[config.mk]
export PLATFORM = sky130hd
export DESIGN_NAME = blk_xfer_seq
export DESIGN_NICKNAME = d
export VERILOG_FILES = /design/src/rtl/blk_xfer_pkg.sv /design/src/rtl/blk_xfer_popcnt.sv /design/src/rtl/blk_xfer_span.sv /design/src/rtl/blk_xfer_pick.sv /design/src/rtl/blk_xfer_seq.sv
export SDC_FILE = /design/constraint.sdc
export NUM_CORES = 1
export LEC_CHECK = 0
export BUFFER_PORTS_ARGS = -buffer_cell sky130_fd_sc_hd__buf_2
export CORE_ASPECT_RATIO = 0.6
export CORE_MARGIN = 4
export CORE_UTILIZATION = 45
export DETAILED_ROUTE_END_ITERATION = 8
export PLACE_DENSITY_LB_ADDON = 0.12
export SYNTH_ARGS = -nofsm -noshare
export SYNTH_HDL_FRONTEND = slang
export SYNTH_SLANG_ARGS = --single-unit
export TNS_END_PERCENT = 50
[constraint.sdc]
create_clock -name clk -period 17.5 [get_ports clk]
set_clock_uncertainty 0.2 [all_clocks]
set_input_delay 1.75 -clock clk [delete_from_list [all_inputs] [get_ports clk]]
set_output_delay 1.75 -clock clk [all_outputs]
set_load 0.005 [all_outputs]
[src/rtl/blk_xfer_pkg.sv]
package blk_xfer_pkg;

  // Addressing modes; the encoding is decoded by the address-span logic.
  typedef enum logic [1:0] {
    AM_UP_AFTER   = 2'd0,
    AM_UP_BEFORE  = 2'd1,
    AM_DN_AFTER   = 2'd2,
    AM_DN_BEFORE  = 2'd3
  } amode_e;

endpackage

[src/rtl/blk_xfer_popcnt.sv]
module blk_xfer_popcnt #(
  parameter int LIST_W = 16,
  parameter int CNT_W  = $clog2(LIST_W + 1)
) (
  input  logic [LIST_W-1:0] vec_i,
  output logic [CNT_W-1:0]  cnt_o
);

  function automatic logic [CNT_W-1:0] ones(input logic [LIST_W-1:0] v);
    logic [CNT_W-1:0] acc;
    acc = '0;
    for (int i = 0; i < LIST_W; i++) acc = acc + CNT_W'(v[i]);
    return acc;
  endfunction

  assign cnt_o = ones(vec_i);

endmodule

[src/rtl/blk_xfer_span.sv]
module blk_xfer_span
  import blk_xfer_pkg::*;
#(
  parameter int ADDR_W     = 32,
  parameter int CNT_W      = 5,
  parameter int WORD_BYTES = 4
) (
  input  logic [ADDR_W-1:0] base_i,
  input  amode_e            mode_i,
  input  logic [CNT_W-1:0]  cnt_i,
  output logic [ADDR_W-1:0] first_o,
  output logic [ADDR_W-1:0] final_o
);

  localparam logic [ADDR_W-1:0] STEP = ADDR_W'(WORD_BYTES);

  // Total bytes moved by the transfer.
  function automatic logic [ADDR_W-1:0] span(input logic [CNT_W-1:0] n);
    return ADDR_W'(n) * STEP;
  endfunction

  // Lowest word address touched, per mode.
  function automatic logic [ADDR_W-1:0] low_addr(input logic [ADDR_W-1:0] b,
                                                 input amode_e m,
                                                 input logic [CNT_W-1:0] n);
    case (m)
      AM_UP_AFTER:  return b;
      AM_UP_BEFORE: return b + STEP;
      AM_DN_AFTER:  return b - span(n) + STEP;
      AM_DN_BEFORE: return b - span(n);
      default:      return b;
    endcase
  endfunction

  // Base value offered for write-back.
  function automatic logic [ADDR_W-1:0] new_base(input logic [ADDR_W-1:0] b,
                                                 input amode_e m,
                                                 input logic [CNT_W-1:0] n);
    return m[1] ? (b - span(n)) : (b + span(n));
  endfunction

  assign first_o = low_addr(base_i, mode_i, cnt_i);
  assign final_o = new_base(base_i, mode_i, cnt_i);

endmodule

[src/rtl/blk_xfer_pick.sv]
module blk_xfer_pick #(
  parameter int LIST_W = 16,
  parameter int IDX_W  = $clog2(LIST_W)
) (
  input  logic [LIST_W-1:0] vec_i,
  output logic [IDX_W-1:0]  idx_o,
  output logic [LIST_W-1:0] rest_o,
  output logic              last_o
);

  always_comb begin
    idx_o = '0;
    for (int i = LIST_W - 1; i >= 0; i--) begin
      if (vec_i[i]) idx_o = IDX_W'(i);
    end
  end

  // Clear the lowest set bit.
  assign rest_o = vec_i & (vec_i - LIST_W'(1));
  assign last_o = (rest_o == '0);

endmodule

[src/rtl/blk_xfer_seq.sv]
module blk_xfer_seq
  import blk_xfer_pkg::*;
#(
  parameter int ADDR_W     = 32,
  parameter int LIST_W     = 16,
  parameter int WORD_BYTES = 4,
  localparam int IDX_W     = $clog2(LIST_W),
  localparam int CNT_W     = $clog2(LIST_W + 1)
) (
  input  logic              clk,
  input  logic              rst_n,
  input  logic              start_i,
  input  logic [ADDR_W-1:0] base_i,
  input  logic [LIST_W-1:0] list_i,
  input  logic [1:0]        mode_i,
  input  logic              wback_i,
  input  logic              load_i,
  output logic              busy_o,
  output logic              req_valid_o,
  input  logic              req_ready_i,
  output logic [ADDR_W-1:0] req_addr_o,
  output logic [IDX_W-1:0]  req_idx_o,
  output logic              done_o,
  output logic              wb_en_o,
  output logic [ADDR_W-1:0] wb_value_o,
  output logic              ctl_xfer_o,
  input  logic [ADDR_W-1:0] pc_word_i,
  output logic [ADDR_W-1:0] pc_target_o,
  output logic              pc_state_o
);

  // State
  logic              busy_q;
  logic [LIST_W-1:0] rem_q;
  logic [ADDR_W-1:0] cur_q;
  logic [ADDR_W-1:0] wbv_q;
  logic              wbf_q;
  logic              ld_q;
  logic              top_q;
  logic              done_q;

  // Combinational helpers
  logic [CNT_W-1:0]  cnt;
  logic [ADDR_W-1:0] first_addr;
  logic [ADDR_W-1:0] final_addr;
  logic [IDX_W-1:0]  pick_idx;
  logic [LIST_W-1:0] pick_rest;
  logic              pick_last;

  // Named events (also observed by the checker)
  logic accept;
  logic beat_fire;
  logic last_beat;
  logic empty_start;

  blk_xfer_popcnt #(.LIST_W(LIST_W), .CNT_W(CNT_W)) u_cnt (
    .vec_i (list_i),
    .cnt_o (cnt)
  );

  blk_xfer_span #(.ADDR_W(ADDR_W), .CNT_W(CNT_W), .WORD_BYTES(WORD_BYTES)) u_span (
    .base_i  (base_i),
    .mode_i  (amode_e'(mode_i)),
    .cnt_i   (cnt),
    .first_o (first_addr),
    .final_o (final_addr)
  );

  blk_xfer_pick #(.LIST_W(LIST_W), .IDX_W(IDX_W)) u_pick (
    .vec_i  (rem_q),
    .idx_o  (pick_idx),
    .rest_o (pick_rest),
    .last_o (pick_last)
  );

  assign accept      = start_i && !busy_q;
  assign empty_start = accept && (cnt == '0);
  assign beat_fire   = req_valid_o && req_ready_i;
  assign last_beat   = beat_fire && pick_last;

  always_ff @(posedge clk) begin
    if (!rst_n) begin
      busy_q <= 1'b0;
      rem_q  <= '0;
      cur_q  <= '0;
      wbv_q  <= '0;
      wbf_q  <= 1'b0;
      ld_q   <= 1'b0;
      top_q  <= 1'b0;
      done_q <= 1'b0;
    end else begin
      done_q <= 1'b0;
      if (accept) begin
        rem_q <= list_i;
        cur_q <= first_addr;
        wbv_q <= final_addr;
        wbf_q <= wback_i;
        ld_q  <= load_i;
        top_q <= list_i[LIST_W-1];
        if (empty_start) done_q <= 1'b1;
        else             busy_q <= 1'b1;
      end else if (beat_fire) begin
        rem_q <= pick_rest;
        cur_q <= cur_q + ADDR_W'(WORD_BYTES);
        if (pick_last) begin
          busy_q <= 1'b0;
          done_q <= 1'b1;
        end
      end
    end
  end

  assign busy_o      = busy_q;
  assign req_valid_o = busy_q;
  assign req_addr_o  = cur_q;
  assign req_idx_o   = pick_idx;
  assign done_o      = done_q;
  assign wb_en_o     = done_q && wbf_q;
  assign wb_value_o  = wbv_q;
  assign ctl_xfer_o  = done_q && ld_q && top_q;
  assign pc_target_o = {pc_word_i[ADDR_W-1:1], 1'b0};
  assign pc_state_o  = pc_word_i[0];

endmodule

* After elaboration in Yosys (flattened, before gate mapping)
Cells that the tools add are included.
** Cells by class
- Add/sub/neg operators :: 21
- $mul :: 0
- Divide/modulo/power cells :: 0
- $lt $le $gt $ge :: 0
- Equality and inequality tests :: 4
- Shift operators :: 0
- Multiplexer cells :: 30
- Bitwise gates (word level) :: 1
- Reduce and logical (&&, ||, !) cells :: 13
** Operators by type and width (number)
- $pmux 32 s4 :: 1
- $add 32x3->32 const B :: 3
- $mux 32 :: 3
- $add 5x1->5 :: 14
- $mux 4 :: 16
- $add 32x7->32 :: 1
- $mux 16 :: 2
- $sub 32x7->32 :: 1
- $and 16x16->16 :: 1
- $logic_not 16->1 :: 1
- $sub 16x1->16 const B :: 1
- $mux 1 :: 8
- $logic_and 1x1->1 :: 6
- $logic_not 5->1 :: 1
- $eq 2x2->1 const B :: 2
- $reduce_bool 2->1 :: 2
- $reduce_and 3->1 :: 1
- $add 1x1->2 :: 1
- $eq 2x1->1 const B :: 1
- $logic_not 2->1 :: 1
- $ne 2x2->1 const B :: 1
- $logic_not 1->1 :: 1
** Storage, ports and cells
- Register bits :: 85
- Bits in latches :: 0
- Memory bits (writable) :: 0
- Bits in read-only memories :: 0
- Bits of input ports :: 88
- Output and inout port bits :: 106
- Memories :: 0

* Logic depth before layout (Yosys ltp)
Gate-level depths: netlist of run 1.
- Depth after elaboration :: 19
- Depth in mapped cells :: 26
- Gate-level depth less buffers :: 25

* By module
A second synthesis of run 1 with hierarchy kept.
** Unflattened totals
- Cell total of the unflattened synthesis :: 1203
- Area total of the unflattened synthesis :: 8441.8 um2
** Modules (own cells, without submodules)
- blk_xfer_seq :: times used 1, cells an instance 512, area each 3987.6 um2, seq. area each 1701.6 um2
- blk_xfer_span :: times used 1, cells an instance 572, area each 3588.4 um2, seq. area each 0.0 um2
- blk_xfer_pick :: times used 1, cells an instance 72, area each 457.9 um2, seq. area each 0.0 um2
- blk_xfer_popcnt :: times used 1, cells an instance 47, area each 407.9 um2, seq. area each 0.0 um2

* Worst setup path after synthesis of run 1
OpenSTA, ideal clock, no wires.
- Kind :: input-to-reg
- Start point :: input list_i[0]
- End point :: register cur_q[26], in the netlist req_addr_o[26]
- Arrival :: 7.932 ns
- Setup slack :: 9.240 ns
- Cell stages on the path :: 21
- Buffers on the path :: 1
- Cell sequence :: ha_1 > inv_1 > fa_1 > fa_1 > fa_1 > fa_1 > fa_1 > fa_1 > xnor2_1 > ha_1 > nor2_2 > o311a_4 > buf_6 > or4_4 > a222oi_1 > nand3_2 > or4_4 > nor2_2 > xor2_1 > mux2i_1 > a211oi_2
** Between the ends
- Word-level cells in the longest chain between the ends :: 19
** RTL lines
- from (decl) :: RTL line blk_xfer_seq.sv:14 : input logic [LIST_W-1:0] list_i,
- $add 1x1->2 (*) :: RTL line blk_xfer_popcnt.sv:12 : for (int i = 0; i < LIST_W; i++) acc = acc + CNT_W'(v[i]);
- $add 5x1->5 (*) (14 in series) :: RTL line blk_xfer_popcnt.sv:12
- $sub 32x7->32 (*) :: RTL line blk_xfer_span.sv:29, blk_xfer_span.sv:30
- $add 32x3->32 :: RTL line blk_xfer_span.sv:29 : AM_DN_AFTER: return b - span(n) + STEP;
- $pmux 32 s4 (*) :: RTL line blk_xfer_span.sv:26 : case (m)
- $mux 32 (*) :: RTL line blk_xfer_seq.sv:93 : if (accept) begin
- to (signal assigned) :: RTL line blk_xfer_seq.sv:95 : cur_q <= first_addr;
- to (signal assigned) :: RTL line blk_xfer_seq.sv:104 : cur_q <= cur_q + ADDR_W'(WORD_BYTES);
- to (decl) :: RTL line blk_xfer_seq.sv:35 : logic [ADDR_W-1:0] cur_q;
Mark *: on every way between the ends. The rest lies on a longest branch, timed or not.
A chain may end at the register's enable or synchronous reset.

* Final worst setup path of run 1
- Start point :: input list_i[0]
- End point :: register cur_q[31], in the netlist req_addr_o[31]
The elaborated chain is that of the path after synthesis.

==> results of run 1 <==
## logic make-up after synthesis
group / share of synthesized area
compound gates: 0.238
xor+xnor: 0.0988
fa+ha+maj: 0.0625
buf+inv: 0.0943
flops: 0.204
mux: 0.0161
other cells: 0.000450
simple gates: 0.285
## sequential cells by signal, summed over array words and instances (netlist names)
signal and count:
rem_q 16, wb_value_o 32, ld_q 1, busy_o 1, done_o 1, req_addr_o 32, top_q 1, wbf_q 1
## cell type report
cell class	count	area, um2
well taps	240	300
repair buffers	141	738
multi-input cells	917	5850
fillers	1873	9030
flip-flops and latches	85	1700
inverters	51	191
clock buffers	9	225
clock inverters	7	73.8
## how the worst max path moves through the flow
| stage | startpoint | end | slack (ns) | cells past startpoint |
|---|---|---|---|---|
| 3_3_place_gp | list_i[0] | req_addr_o[17]$_SDFFE_PN0P_ | 8.68 | 21 |
| 3_5_place_dp | list_i[0] | req_addr_o[26]$_SDFFE_PN0P_ | 8.62 | 21 |
| 2_1_floorplan | list_i[0] | req_addr_o[26]$_SDFFE_PN0P_ | 9.24 | 21 |
| 4_1_cts | list_i[0] | req_addr_o[30]$_SDFFE_PN0P_ | 9.00 | 21 |
| 5_1_grt | list_i[0] | req_addr_o[25]$_SDFFE_PN0P_ | 8.49 | 21 |
| 6_report | list_i[0] | req_addr_o[31]$_SDFFE_PN0P_ | 8.94 | 23 |
## where the power goes
part / internal (mW) / total, mW / switching [mW]
clock: 0.101 / 0.203 / 0.101
sequential: 0.218 / 0.243 / 0.0254
combinational: 0.195 / 0.534 / 0.339
## synthesized netlist by cell type, drive strengths merged, types with 13 or more instances
master	n	area, um2
nand4	22	138
or3	14	87.6
a31oi	13	81.3
ha	20	250
buf	52	339
xnor2	63	552
xor2	31	272
inv	50	188
a21o	13	97.6
dfxtp	85	1700
nand3	37	190
nor4	27	175
nand2	141	529
a22oi	20	150
a211oi	17	133
and3	17	106
nor2	106	403
o21ai	42	210
nor3	45	235
a21oi	93	465
clkbuf	68	255
## stage by stage
stage               setup slack, ns  hold slack, ns  power [mW]
floorplan                      9.24           0.232       0.613
finish                         8.94           0.248       0.980
CTS                            9.00           0.251       0.969
detailed placement             8.62           0.241       0.764
global placement               8.68           0.239       0.769
global route                   8.49           0.271        1.03
## layer usage
layer,vias up,global-route usage,part of all wire
li1,4249,-,-
met5,-,0.0376,0.0033
met2,555,0.403,0.39
met4,2,0.0556,0.018
met1,4207,0.456,0.46
met3,52,0.0991,0.13
## critical path: stages
cell,delay [ns]
buf_2,0.11
ha_1,0.28
inv_1,0.07
fa_1,0.43
fa_1,0.49
fa_1,0.53
fa_1,0.43
fa_1,0.41
fa_1,0.41
nor2b_1,0.13
o21a_1,0.17
inv_1,0.06
ha_1,0.28
nor4b_2,0.56
nand3_1,0.16
or4_1,0.45
a222oi_1,0.50
and2_1,0.23
and4bb_2,0.31
and3b_1,0.20
a311oi_1,0.11
and4b_1,0.28
a211o_1,0.26
==> impl_metrics.ini, run 1 <==
[status]
run_status = finished clean

[global_routing]
grt_pass1_vias = 8030
overflow = 0
grt_pass1_wl_um = 48600
grtUsageTotal = 0.299
grt_max_degree = 71
antenna_found_initial = 0

[critical_path]
r2r_cells = 10
critPathRequiredTime_ns = 17.55
cp-start-kind = primary input
arrival_ns = 8.62
worstReg2RegStart = rem_q[0]$_SDFFE_PN0P_
critical_path_peak_fanout = 9
rrSetupSlack_ns = 14.03
worstSetupPathType = primary input to flop
r2r_end = busy_o$_SDFFE_PN0P_
endpoint_kind = flop

[layout]
area_growth_pct = 9.04
layout_common_cells = nand2_1 (141), buf_2 (128), nor2_1 (104)
diodes = 0
final_layout_size_suffix_gt1_frac = 0.154
final_cells = 1450
post-route-cell-area_mm2 = 0.00908
layout_commonest_cell = nand2_1
final_util = 0.501
final_nets = 1325

[placed_design]
routabilityCongestion = 0.993
io_buffers = 128
hpwlAfterDp_um = 24100
dpl_cell_area_mm2 = 0.00878
placed_cells = 1434

[route]
routed_wl_um = 32000
vias = 9065
viasPerCell = 6.25
drcViolationCount = 0
avgRoutedWirePerCell_um = 22.1
antenna_left = 0
drt_iter0_drc = 1115
firstDrtPassIters = 6

[sta]
hold_violations = 0
worst_pin_slew_ns = 1.07
timing_max_transition_violations_final = 0
fin_crit_ns = 8.56
fmax_mhz = 117
rsz0062_at_grt = no
setup_viol = 0
tns_ns = 0
fin_crit_sh = 0.489
slew-limit-headroom = 0.282

[logic_synthesis]
synth_area_mm2 = 0.00833
synth_seq_cells = 85
avgSynthCellArea_um2 = 7.10
yosys_warnings = 0
synth_fp_nets = 1293
netlist-cell-type-count = 86
synthFlopType = dfxtp_1
netlist_instances = 1173
synth-edff-count = 0
synthArstFlopShare = 0
yosysSeqAreaShare = 0.204

[floorplanning]
placementRows = 38
start_util = 0.460
fp.dieW_um = 184
die_h_um = 113
io-pin-count = 194
dieArea_mm2 = 0.0208
coreArea_mm2 = 0.0181

[clocking]
clkSinkCount = 85
cts.repair.resized = 0
cts-buffers-inserted = 9
postCtsSetupRepairBufs = 0
cts_max_path_buffers = 2
clk_latency_ns = 0.36
cts_tree = done
cts_hold_buffers = 0
htreeDepth = 3
cts_root_buf = clkbuf_16
clkTransAtPathRegs_ns = 0.08

[min_path]
min_to = wb_value_o[13]$_SDFFE_PN0P_
min_path_cells = 2
hold_path.class = flop to flop
min-delay-start = wb_value_o[13]$_SDFFE_PN0P_

[power_and_ir_drop]
p_leak_nw = 3.54
peakVddDrop_uv = 61.8
p_per_area_mw_per_mm2 = 108

[flow_run]
drv_cap = 0
Power figures use the tool's default switching activity.
==> run 2, diff against run 1 <==
==> constraint.sdc (replaced) <==
create_clock -name clk -period 6.9 [get_ports clk]
set_clock_uncertainty 0.2 [all_clocks]
set_input_delay 0.69 -clock clk [delete_from_list [all_inputs] [get_ports clk]]
set_output_delay 0.69 -clock clk [all_outputs]
set_load 0.005 [all_outputs]
==> run 2 against run 1 <==
  * The run now ends with negative setup slack left
  * Worst hold slack lost 0.00075 ns
  * Sequential power grew to 2.5 times the previous value
  * Via count grew 7.5%
  * Sequential cell count is the same
  * Utilization grew 8.6 points
  * Design area grew 17%
  * Combinational power grew to 3.5 times the previous value
  * Critical path depth grew 3
  * Wire length grew 6.3%
  * Critical endpoint is now req_addr_o[22]$_SDFFE_PN0P_
  * Largest cell class unchanged
  * Highest routed layer is now met4
==> impl_metrics.ini, run 2 (synthesis results as in run 1) <==
[layout]
diodes = 0
final_util = 0.588
final_nets = 1472
regArea_mm2 = 0.00170
layout_common_cells = buf_4 (157), nand2_1 (141), buf_2 (126)
area_growth_pct = 27.8
multi_input_area_mm2 = 0.00629
final_layout_size_suffix_gt1_frac = 0.282
fill_cells = 1800
post-route-cell-area_mm2 = 0.0106
layout_commonest_cell = buf_4

[status]
failed_checks = negative setup slack
run_status = finished, violations left

[route]
antenna_left = 0
avgRoutedWirePerCell_um = 21.3
routed_wl_um = 34100
drcViolationCount = 0
drt_iter0_drc = 1307
vias = 9743
viasPerCell = 6.10
firstDrtPassIters = 5

[placed_design]
pre_cts_ws_ns = -0.595
hpwlAfterDp_um = 25600
dpl_cell_area_mm2 = 0.00984
routabilityCongestion = 0.980
io_buffers = 128

[sta]
fin_crit_ns = 7.02
setup_viol = 5
slew-limit-headroom = 0.364
timing_max_transition_violations_final = 0
hold_violations = 0
rsz0062_at_grt = yes
fin_crit_sh = 1.02
fmax_mhz = 143
worst_slack_ns = -0.115
tns_ns = -0.270
worst_pin_slew_ns = 0.954

[power_and_ir_drop]
power_mw = 3.00
peakVddDrop_uv = 254
p_per_area_mw_per_mm2 = 282
p_leak_nw = 4.37

[global_routing]
grt_max_degree = 56
grt_pass1_vias = 8950
grtUsageTotal = 0.316
antenna_found_initial = 0
grt_pass1_wl_um = 51600
overflow = 0

[critical_path]
cp-start-kind = primary input
endpoint_kind = flop
critPathRequiredTime_ns = 6.95
arrival_ns = 7.06
worstSetupPathType = primary input to flop
critical_path_peak_fanout = 4

[clocking]
clkSinkCount = 85
cts_tree = done
htreeDepth = 3
cts_max_path_buffers = 2
cts_root_buf = clkbuf_16
clk_latency_ns = 0.36
clkTransAtPathRegs_ns = 0.08
cts_hold_buffers = 0
cts-buffers-inserted = 9

[floorplanning]
io-pin-count = 194
start_util = 0.460
coreArea_mm2 = 0.0181
fp.dieW_um = 184
placementRows = 38
die_h_um = 113
dieArea_mm2 = 0.0208

[flow_run]
drv_cap = 0

[min_path]
hold_path.class = flop to flop
[run 2: final timing paths]
path	startpoint	end	slack, ns	cells past startpoint
worst max-delay path	list_i[1]	req_addr_o[22]$_SDFFE_PN0P_	-0.12	26
worst min-delay path	wb_value_o[20]$_SDFFE_PN0P_	wb_value_o[20]$_SDFFE_PN0P_	0.25	2
worst max register to register	rem_q[0]$_SDFFE_PN0P_	busy_o$_SDFFE_PN0P_	3.25	10
worst min register to register	wb_value_o[20]$_SDFFE_PN0P_	wb_value_o[20]$_SDFFE_PN0P_	0.25	2
[run 2: layout make-up]
class | count | area share
multi-input combinational | 917 | 0.591
timing repair buffer | 288 | 0.176
sequential | 85 | 0.160
tap | 240 | 0.0282
clock buffer | 10 | 0.0224
inverter | 51 | 0.0180
clock inverter | 6 | 0.00494
[run 2: timing repair]
| action | CTS | global route |
|---|---|---|
| setup endpoints to repair | 18 | 21 |
| buffers inserted | 4 | 11 |
| pin swaps | 4 | 28 |
| gates resized for setup | 24 | 50 |
[run 2: routing by layer]
layer  vias up  share of wire  global-route usage
li1       4543              -                   -
met5         -              0                   0
met3        51           0.11              0.0895
met4         0          0.018              0.0685
met2       528           0.41               0.459
met1      4621           0.46               0.466
[run 2: stage by stage]
| stage | cells | hold slack [ns] |
|---|---|---|
| global route | 1597 | 0.266 |
| CTS | 1586 | 0.251 |
| detailed placement | 1566 | 0.242 |
| finish | 1597 | 0.248 |
| global placement | 1566 | 0.234 |
| floorplan | 1173 | 0.232 |
[run 2: where the power goes]
group / leakage, nW / total, mW / switching (mW) / internal (mW)
Sequential: 0.701 / 0.617 / 0.0647 / 0.552
Clock: 0.138 / 0.498 / 0.238 / 0.260
Combinational: 3.53 / 1.88 / 1.04 / 0.841
Total: 4.37 / 3.00 / 1.35 / 1.65
[run 2: critical path, cell delays in order]
cell       delay (ns)
buf_8            0.10
ha_4             0.25
inv_2            0.03
fa_1             0.45
fa_1             0.49
fa_1             0.54
fa_1             0.44
fa_2             0.37
fa_2             0.36
nor2b_1          0.13
o21a_1           0.16
inv_2            0.07
ha_4             0.17
nor4b_4          0.41
buf_4            0.18
buf_4            0.10
nand4_1          0.12
nor3_1           0.20
buf_4            0.16
or4b_1           0.48
a2111oi_1        0.43
buf_4            0.18
xnor2_1          0.07
and2_0           0.17
o211ai_1         0.21
a21oi_1          0.10
